## config.mk

```make
export PLATFORM = sky130hd
export DESIGN_NAME = mxbus_driver
export DESIGN_NICKNAME = d
export VERILOG_FILES = /design/src/rtl/mxbus_pkg.sv /design/src/rtl/mxbus_snap.sv /design/src/rtl/mxbus_drive.sv /design/src/rtl/mxbus_sample.sv /design/src/rtl/mxbus_driver.sv
export SDC_FILE = /design/constraint.sdc
export NUM_CORES = 1
export LEC_CHECK = 0
export ABC_CLOCK_PERIOD_IN_PS = 4000
export BUFFER_PORTS_ARGS = -buffer_cell sky130_fd_sc_hd__buf_2
export CORE_ASPECT_RATIO = 1.4
export CORE_UTILIZATION = 52
export CTS_CLUSTER_DIAMETER = 50
export DETAILED_ROUTE_END_ITERATION = 6
export GPL_TIMING_DRIVEN = 0
export HOLD_SLACK_MARGIN = 0.1
export PLACE_DENSITY = 0.83
export SYNTH_ARGS = -nofsm -noshare
export SYNTH_HDL_FRONTEND = slang
export SYNTH_HIERARCHICAL = 1
export SYNTH_SLANG_ARGS = --single-unit
```

## constraint.sdc

```tcl
create_clock -name clk -period 4 [get_ports clk]
set_input_delay 0.2 -clock clk [delete_from_list [all_inputs] [get_ports clk]]
set_output_delay 0.2 -clock clk [all_outputs]
set_load 0.05 [all_outputs]
```

## src/rtl/mxbus_pkg.sv

```systemverilog
package mxbus_pkg;

  localparam int CYC_W = 2;

  typedef enum logic [2:0] {
    ST_WAIT = 3'd0,
    ST_T1   = 3'd1,
    ST_T1I  = 3'd2,
    ST_T2   = 3'd3,
    ST_T3   = 3'd4,
    ST_T4   = 3'd5,
    ST_T5   = 3'd6,
    ST_STOP = 3'd7
  } mx_state_e;

  // bit 0 travels on bus bit 6, bit 1 on bus bit 7
  typedef enum logic [1:0] {
    CY_FETCH = 2'b00,
    CY_IO    = 2'b01,
    CY_READ  = 2'b10,
    CY_WRITE = 2'b11
  } mx_cyc_e;

  function automatic logic st_is_lo(mx_state_e s);
    return (s == ST_T1) || (s == ST_T1I);
  endfunction

  function automatic logic cyc_inward(mx_cyc_e c);
    return (c == CY_FETCH) || (c == CY_READ);
  endfunction

endpackage

```

## src/rtl/mxbus_snap.sv

```systemverilog
module mxbus_snap
  import mxbus_pkg::*;
#(
  parameter int DATA_W = 8,
  localparam int ADDR_W = 2 * DATA_W - CYC_W
) (
  input  logic              clk,
  input  logic              rst_n,
  input  mx_state_e         st_i,
  input  logic [ADDR_W-1:0] addr_i,
  input  mx_cyc_e           cyc_i,
  input  logic [DATA_W-1:0] wdata_i,
  output mx_state_e         st_q,
  output logic [ADDR_W-1:0] addr_q,
  output mx_cyc_e           cyc_q,
  output logic [DATA_W-1:0] wdata_q
);

  logic enter_lo;
  logic enter_t3;

  assign enter_lo = st_is_lo(st_i) && !st_is_lo(st_q);
  assign enter_t3 = (st_i == ST_T3) && (st_q != ST_T3);

  always_ff @(posedge clk or negedge rst_n) begin
    if (!rst_n) begin
      st_q    <= ST_WAIT;
      addr_q  <= '0;
      cyc_q   <= CY_FETCH;
      wdata_q <= '0;
    end else begin
      st_q <= st_i;
      if (enter_lo) begin
        addr_q <= addr_i;
        cyc_q  <= cyc_i;
      end
      if (enter_t3) begin
        wdata_q <= wdata_i;
      end
    end
  end

  // snapshot frozen during T2
  p_hold_t2_r4: assert property (@(posedge clk) disable iff (!rst_n)
    (st_q == ST_T2) |-> ($stable(addr_q) && $stable(cyc_q)));

  // snapshot frozen across repeated address-low clocks
  p_hold_lo_r4: assert property (@(posedge clk) disable iff (!rst_n)
    (st_is_lo(st_q) && st_is_lo($past(st_q))) |-> ($stable(addr_q) && $stable(cyc_q)));

  // outgoing byte frozen while T3 is stretched
  p_hold_wdata_r5: assert property (@(posedge clk) disable iff (!rst_n)
    (st_q == ST_T3 && $past(st_q) == ST_T3) |-> $stable(wdata_q));

endmodule

```

## src/rtl/mxbus_drive.sv

```systemverilog
module mxbus_drive
  import mxbus_pkg::*;
#(
  parameter int DATA_W = 8,
  localparam int ADDR_W = 2 * DATA_W - CYC_W,
  localparam int HI_W   = DATA_W - CYC_W
) (
  input  logic              clk,
  input  logic              rst_n,
  input  mx_state_e         st_q,
  input  logic [ADDR_W-1:0] addr_q,
  input  mx_cyc_e           cyc_q,
  input  logic [DATA_W-1:0] wdata_q,
  output logic [DATA_W-1:0] bus_out,
  output logic              bus_oe
);

  logic [CYC_W-1:0]  cyc_bits;
  logic [DATA_W-1:0] hi_byte;

  assign cyc_bits = cyc_q;

  // upper address bits fill the low lanes, cycle code the top lanes
  for (genvar i = 0; i < DATA_W; i++) begin : g_hi
    if (i < HI_W) begin : g_addr
      assign hi_byte[i] = addr_q[DATA_W+i];
    end else begin : g_cyc
      assign hi_byte[i] = cyc_bits[i-HI_W];
    end
  end

  always_comb begin
    bus_out = '0;
    bus_oe  = 1'b0;
    case (st_q)
      ST_T1, ST_T1I: begin
        bus_out = addr_q[DATA_W-1:0];
        bus_oe  = 1'b1;
      end
      ST_T2: begin
        bus_out = hi_byte;
        bus_oe  = 1'b1;
      end
      ST_T3: begin
        if (!cyc_inward(cyc_q)) begin
          bus_out = wdata_q;
          bus_oe  = 1'b1;
        end
      end
      default: begin
        bus_out = '0;
        bus_oe  = 1'b0;
      end
    endcase
  end

  // inward T3 never drives
  p_inward_release_r6: assert property (@(posedge clk) disable iff (!rst_n)
    (st_q == ST_T3 && cyc_inward(cyc_q)) |-> (!bus_oe && bus_out == '0));

  // idle and execute states release the bus
  p_idle_release_r7: assert property (@(posedge clk) disable iff (!rst_n)
    (st_q == ST_WAIT || st_q == ST_STOP || st_q == ST_T4 || st_q == ST_T5)
      |-> (!bus_oe && bus_out == '0));

endmodule

```

## src/rtl/mxbus_sample.sv

```systemverilog
module mxbus_sample
  import mxbus_pkg::*;
#(
  parameter int DATA_W = 8
) (
  input  logic              clk,
  input  logic              rst_n,
  input  mx_state_e         st_i,
  input  mx_state_e         st_q,
  input  mx_cyc_e           cyc_q,
  input  logic [DATA_W-1:0] bus_in,
  output logic [DATA_W-1:0] rdata,
  output logic              rdata_valid
);

  logic leave_t3;
  logic take;

  assign leave_t3 = (st_q == ST_T3) && (st_i != ST_T3);
  assign take     = leave_t3 && cyc_inward(cyc_q);

  always_ff @(posedge clk or negedge rst_n) begin
    if (!rst_n) begin
      rdata       <= '0;
      rdata_valid <= 1'b0;
    end else begin
      rdata_valid <= take;
      if (take) begin
        rdata <= bus_in;
      end
    end
  end

  // single-clock pulse
  p_pulse_once_r8: assert property (@(posedge clk) disable iff (!rst_n)
    rdata_valid |=> !rdata_valid);

  // a pulse follows only an inward T3
  p_pulse_src_r8: assert property (@(posedge clk) disable iff (!rst_n)
    rdata_valid |-> ($past(st_q) == ST_T3 && cyc_inward($past(cyc_q))));

  // outward cycles leave the return path untouched
  p_no_take_r9: assert property (@(posedge clk) disable iff (!rst_n)
    ($past(st_q) == ST_T3 && !cyc_inward($past(cyc_q)))
      |-> (!rdata_valid && $stable(rdata)));

endmodule

```

## src/rtl/mxbus_driver.sv

```systemverilog
module mxbus_driver
  import mxbus_pkg::*;
#(
  parameter int DATA_W = 8,
  localparam int ADDR_W = 2 * DATA_W - CYC_W
) (
  input  logic              clk,
  input  logic              rst_n,
  input  logic [2:0]        state_i,
  input  logic [ADDR_W-1:0] addr_i,
  input  logic [CYC_W-1:0]  cyc_i,
  input  logic [DATA_W-1:0] wdata_i,
  input  logic [DATA_W-1:0] bus_in,
  output logic [DATA_W-1:0] bus_out,
  output logic              bus_oe,
  output logic [DATA_W-1:0] rdata,
  output logic              rdata_valid
);

  mx_state_e         st_in;
  mx_cyc_e           cyc_in;
  mx_state_e         st_q;
  mx_cyc_e           cyc_q;
  logic [ADDR_W-1:0] addr_q;
  logic [DATA_W-1:0] wdata_q;

  assign st_in  = mx_state_e'(state_i);
  assign cyc_in = mx_cyc_e'(cyc_i);

  mxbus_snap #(.DATA_W(DATA_W)) u_snap (
    .clk     (clk),
    .rst_n   (rst_n),
    .st_i    (st_in),
    .addr_i  (addr_i),
    .cyc_i   (cyc_in),
    .wdata_i (wdata_i),
    .st_q    (st_q),
    .addr_q  (addr_q),
    .cyc_q   (cyc_q),
    .wdata_q (wdata_q)
  );

  mxbus_drive #(.DATA_W(DATA_W)) u_drive (
    .clk     (clk),
    .rst_n   (rst_n),
    .st_q    (st_q),
    .addr_q  (addr_q),
    .cyc_q   (cyc_q),
    .wdata_q (wdata_q),
    .bus_out (bus_out),
    .bus_oe  (bus_oe)
  );

  mxbus_sample #(.DATA_W(DATA_W)) u_sample (
    .clk         (clk),
    .rst_n       (rst_n),
    .st_i        (st_in),
    .st_q        (st_q),
    .cyc_q       (cyc_q),
    .bus_in      (bus_in),
    .rdata       (rdata),
    .rdata_valid (rdata_valid)
  );

endmodule

```

==> results of run 1 <==
==> sequential cells by signal, indices dropped and copies added, names as in the netlist <==
| signal | flops |
|---|---|
| u_sample/rdata | 8 |
| u_sample/rdata_valid | 1 |
| u_snap/addr_q | 14 |
| u_snap/cyc_q | 2 |
| u_snap/st_q | 3 |
| u_snap/wdata_q | 8 |
==> repair_timing <==
item                                   CTS  global route
hold buffers                             3             0
resized for setup                        0             0
endpoints found under the hold margin   38             0
==> synth_stat cells <==
| master | n | area share [%] |
|---|---|---|
| and3b_1 | 1 | 0.56 |
| a31o_1 | 1 | 0.56 |
| o21bai_1 | 1 | 0.48 |
| buf_2 | 2 | 0.64 |
| or4b_4 | 1 | 0.88 |
| a2111oi_4 | 1 | 1.8 |
| xor2_1 | 1 | 0.56 |
| nor4bb_1 | 1 | 0.64 |
| mux2_2 | 32 | 23 |
| o311a_2 | 1 | 0.72 |
| a21o_1 | 7 | 3.4 |
| inv_1 | 1 | 0.24 |
| buf_6 | 2 | 1.4 |
| a21oi_4 | 1 | 1.0 |
| nor2_1 | 4 | 0.96 |
| and2_1 | 1 | 0.40 |
| a22o_1 | 8 | 4.5 |
| dfrtp_1 | 36 | 58 |
| xnor2_1 | 1 | 0.56 |
==> path summary, 6_finish.rpt <==
path                       depth (start not counted)              start  slack, ps                end
setup / recovery                                   4     u_snap/st_q[1]       1940         bus_out[6]
hold / removal                                     1         state_i[2]        120     u_snap/st_q[2]
setup reg to reg                                   4     u_snap/st_q[0]       1980   u_snap/addr_q[8]
hold reg to reg                                    1  u_sample/rdata[7]        510  u_sample/rdata[7]
max in group asynchronous                          2              rst_n       2950  u_snap/wdata_q[7]
min in group asynchronous                          2              rst_n        530  u_sample/rdata[0]
==> power breakdown <==
group | internal, mW | switching (mW)
sequential | 0.444 | 0.0427
combinational | 0.123 | 0.210
clock | 0.185 | 0.122
total | 0.751 | 0.375
==> routing by layer <==
metal | wire, um | GRT usage [%] | up-vias
met2 | 1667 | 38.91 | 35
met4 | 63 | 11.03 | 0
met3 | 163 | 7.534 | 6
met5 | 0 | 0 | -
li1 | - | - | 506
met1 | 1148 | 21.18 | 526
==> cell type report <==
class,instances,area (sq um),share of cell area [%]
multi-input combinational,62,625.6,31.02
sequential,36,900.9,44.67
timing repair buffer,57,300.3,14.89
clock inverter,2,35.03,1.737
buffer,4,32.53,1.613
inverter,1,3.754,0.1861
tap,37,46.29,2.295
clock buffer,6,72.57,3.598
==> worst max-delay path, cell delays in order (launching register included) <==
cell,delay [ps]
dfrtp_1,450
xnor2_1,160
nor2_1,480
a22o_1,230
buf_2,250
==> cells by family (layout without fill, tap and decap cells) <==
logic type | Yosys count | in the layout | share of synthesized area (%)
and+or+nand+nor | 8 | 8 | 3.443
buffers and inverters | 5 | 70 | 2.322
DFF | 36 | 36 | 57.65
AOI/OAI and AO/OA | 20 | 20 | 12.41
xor gates and xnor gates | 2 | 2 | 1.121
muxes | 32 | 32 | 23.06
==> flow_summary.json, run 1 <==
{
  "status": "completed",
  "max_freq_mhz": 485.8,
  "finalCritPeriodShare_pct": 51.46,
  "wire_per_inst_um": 14.84,
  "syn_avg_cell_area_sq_um": 15.17,
  "netlist_area_sq_um": 1563,
  "utilization_pct": 70.79,
  "grt_overflow": 0,
  "ys_warn_count": 6,
  "finalSetupTns_ps": 0,
  "skew_ps": 3.759,
  "synth.distinct_cells": 19,
  "grt_pass1_wl_mm": 4.919,
  "finalInstanceArea_sq_um": 2017,
  "worst_ep_arrival_time_ps": 1860,
  "antenna_cells": 0,
  "slew_headroom_pct": 46.72,
  "htreeDepth": 2,
  "finalHoldViolations": 0,
  "hold_ws_ps": 119.7,
  "drcViolationCount": 0,
  "die_h_um": 66.87,
  "syn_inst": 103,
  "period_needed_ps": 2059,
  "peakVddDrop_mv": 0.4885,
  "io_pins": 55,
  "finalPower_mw": 1.126,
  "placed_cell_area_sq_um": 1879,
  "final_cell_mix": "buf_2, dfrtp_1, mux2_2, a22o_1, a21o_1",
  "core-area_sq_um": 2849,
  "critPathMaxFanout": 8,
  "clock_latency_ps": 280,
  "nNetsFinal": 204,
  "power_density_nw_per_um2": 558.3,
  "drt_iter0_drc": 16,
  "dp_hpwl_mm": 2.194,
  "antenna_found_initial": 0,
  "cts_sinks": 36,
  "drt-pass1-iter-count": 2,
  "hp-class": "in2reg",
  "finalMaxSlewViolations": 0,
  "viasPerCell": 5.234,
  "final_common_cell": "buf_2",
  "fill_cells": 193,
  "ant_nets": 0,
  "io_buffers": 54,
  "endpoint_kind": "output port",
  "root_buffer": "clkbuf_8",
  "clkTransAtPathRegs_ps": 70,
  "gp_congestion": 0.7412,
  "yosysSeqAreaShare_pct": 57.65,
  "post_cts_buffers": 0,
  "place_inst": 194,
  "final_layout_size_suffix_gt1_share_pct": 60.12,
  "start_util_pct": 54.85,
  "clockBufferDepth": 2,
  "yosys_register_bits": 36,
  "required_ps": 3800,
  "power.static_leakage_nw": 1.004,
  "maxCapViolations": 0,
  "groute.usage.overall_pct": 21.27,
  "setup_violations": 0,
  "syn_to_final_growth_pct": 29.06,
  "fin_ws_ps": 1941,
  "dieWidth_um": 48.33,
  "crit_type": "reg2out",
  "dieArea_sq_um": 3232,
  "syn_nets": 140,
  "place_ws_ps": 1989,
  "rsz0062_at_grt": "no",
  "grt_pass1_vias": 1119,
  "rows": 23,
  "vias": 1073,
  "worstMarginPinSlew_ps": 799.2,
  "drt-total-wl_mm": 3.043,
  "numCtsBuffers": 5,
  "worst_setup_path_start_kind": "flop",
  "grt_start_max_net_pins": 37,
  "final_cells": 205,
  "cts_tree": "yes"
}
Note: power is estimated with default switching activity, not from simulation.
==> run 2: changes to the inputs <==
Settings changed: ABC_CLOCK_PERIOD_IN_PS 4000 to 1700, CORE_UTILIZATION 52 to 44, PLACE_DENSITY 0.83 to 0.75.
Clock period 4 ns to 1.7 ns, I/O delays scaled along.
==> flow_summary.json, run 2 (synthesized netlist as in run 1, its figures left out) <==
{
  "grt_overflow": 0,
  "finalPower_mw": 2.831,
  "wire_per_inst_um": 16.83,
  "worst_ep_arrival_time_ps": 1700,
  "final_cells": 247,
  "required_ps": 1620,
  "finalMaxSlewViolations": 0,
  "clock_latency_ps": 280,
  "drt-pass1-iter-count": 4,
  "final_common_cell": "buf_2",
  "gp_congestion": 0.7434,
  "top_regs": "u_snap/addr_q: 14 flops, u_sample/rdata: 8 flops, u_snap/wdata_q: 8 flops",
  "syn_to_final_growth_pct": 65.33,
  "grt_pass1_vias": 1397,
  "drcViolationCount": 0,
  "viasPerCell": 5.283,
  "nNetsFinal": 244,
  "dieWidth_um": 52.37,
  "grt_start_max_net_pins": 37,
  "dieArea_sq_um": 3797,
  "slew_headroom_pct": 47.30,
  "io_pins": 55,
  "place_inst": 197,
  "fill_cells": 217,
  "final_layout_size_suffix_gt1_share_pct": 55.07,
  "status": "complete, but fails checks",
  "finalCritPeriodShare_pct": 105.1,
  "groute.usage.overall_pct": 24.19,
  "htreeDepth": 2,
  "drt_iter0_drc": 37,
  "power_density_nw_per_um2": 1096,
  "dp_hpwl_mm": 2.346,
  "finalHoldViolations": 0,
  "worstMarginPinSlew_ps": 790.5,
  "numCtsBuffers": 5,
  "antenna_cells": 0,
  "fin_ws_ps": -87.53,
  "core-area_sq_um": 3378,
  "top_register": "u_snap/addr_q",
  "violations": "setup timing",
  "skew_ps": 6.971,
  "setup_violations": 29,
  "clockBufferDepth": 2,
  "cts_sinks": 36,
  "drt-total-wl_mm": 4.158,
  "peakVddDrop_mv": 0.9514,
  "grt_pass1_wl_mm": 6.637,
  "crit_type": "reg2out",
  "ant_nets": 0,
  "rsz0062_at_grt": "yes",
  "max_freq_mhz": 559.4,
  "rows": 25,
  "io_buffers": 54,
  "root_buffer": "clkbuf_8",
  "antenna_found_initial": 0,
  "maxCapViolations": 0,
  "hp-class": "in2async",
  "endpoint_kind": "output port",
  "clkTransAtPathRegs_ps": 70,
  "die_h_um": 72.52,
  "worst_setup_path_start_kind": "flop",
  "critPathMaxFanout": 8,
  "power.static_leakage_nw": 1.273,
  "start_util_pct": 46.26,
  "largest_reg_flops": 14,
  "vias": 1305,
  "final_cell_mix": "buf_2, dlygate4sd3_1, dfrtp_1, mux2_4, buf_6",
  "cts_tree": "yes",
  "period_needed_ps": 1788
}
==> run 2: cell count changes in the layout (fill, tap and decap cells not counted), moves of 2 or more <==
| cell | previous run | this run |
|---|---|---|
| dlygate4sd3_1 | 3 | 36 |
| buf_4 | 0 | 6 |
| buf_6 | 2 | 11 |
| clkbuf_8 | 5 | 7 |
| buf_2 | 56 | 46 |
| dfrtp_1 | 36 | 33 |
| mux2_2 | 32 | 8 |
| mux2_4 | 0 | 24 |
| dfrtp_2 | 0 | 3 |
==> run 2: path summary, 6_finish.rpt <==
check                                  start                 to  slack, ps  cells after the start
setup / recovery              u_snap/st_q[1]         bus_out[1]        -90                      5
hold / removal                         rst_n  u_sample/rdata[2]        440                      2
setup reg to reg              u_snap/st_q[0]   u_snap/addr_q[1]        -80                      5
hold reg to reg            u_sample/rdata[7]  u_sample/rdata[7]        510                      1
max in group asynchronous              rst_n     u_snap/st_q[2]        710                      2
min in group clk                  state_i[0]     u_snap/st_q[0]        490                      2
==> run 2: repair_timing <==
item	4_1_cts	5_1_grt
endpoints found under the setup margin	33	33
pin swaps	8	3
cloned	2	0
hold buffers	36	0
resized for setup	46	8
setup buffers	4	1
hold endpoints to repair	71	0
==> run 2: cell type report <==
| type | count | area (sq um) | area share, % |
|---|---|---|---|
| Inverter | 1 | 3.754 | 0.1453 |
| Sequential cell | 36 | 904.6 | 35.01 |
| Tap cell | 40 | 50.05 | 1.937 |
| Clock buffer | 7 | 96.34 | 3.729 |
| Buffer | 4 | 35.03 | 1.356 |
| Timing Repair Buffer | 96 | 739.5 | 28.62 |
| Multi-Input combinational cell | 63 | 754.5 | 29.20 |
==> run 2: per-stage QoR <==
stage	setup slack, ps	instance area (sq um)	hold slack [ps]	utilization, %	TNS (ps)
finish	-87.53	2584	441.2	76.48	-1761
global route	-143.0	2584	503.6	76.48	-2992
CTS	-47.01	2545	450.9	75.33	-848.0
detailed placement	-314.5	1883	211.1	55.74	-4456
global placement	-224.3	1883	191.5	55.74	-2963
floorplan	-67.40	1563	-210.6	-	-674.0
==> run 2: power breakdown <==
group          internal [mW]  switching, mW
Combinational          0.473          0.557
Sequential              1.05          0.112
Clock                  0.361          0.282
==> run 2: layer usage <==
layer  GRT usage, %  routed length, um  part of all wire [%]  up-vias
met4          10.82                117                   2.8        0
met5              0                  0                     0        -
li1               -                  -                     -      590
met2          41.07               2206                    53       40
met1          27.92               1663                    40      661
met3          6.289                170                   4.1       14
==> run 2: worst max-delay path, stage by stage (launching register included) <==
cell,delay (ps)
dfrtp_2,460
nor4bb_1,280
buf_4,210
a22o_1,170
a21o_1,130
buf_6,160
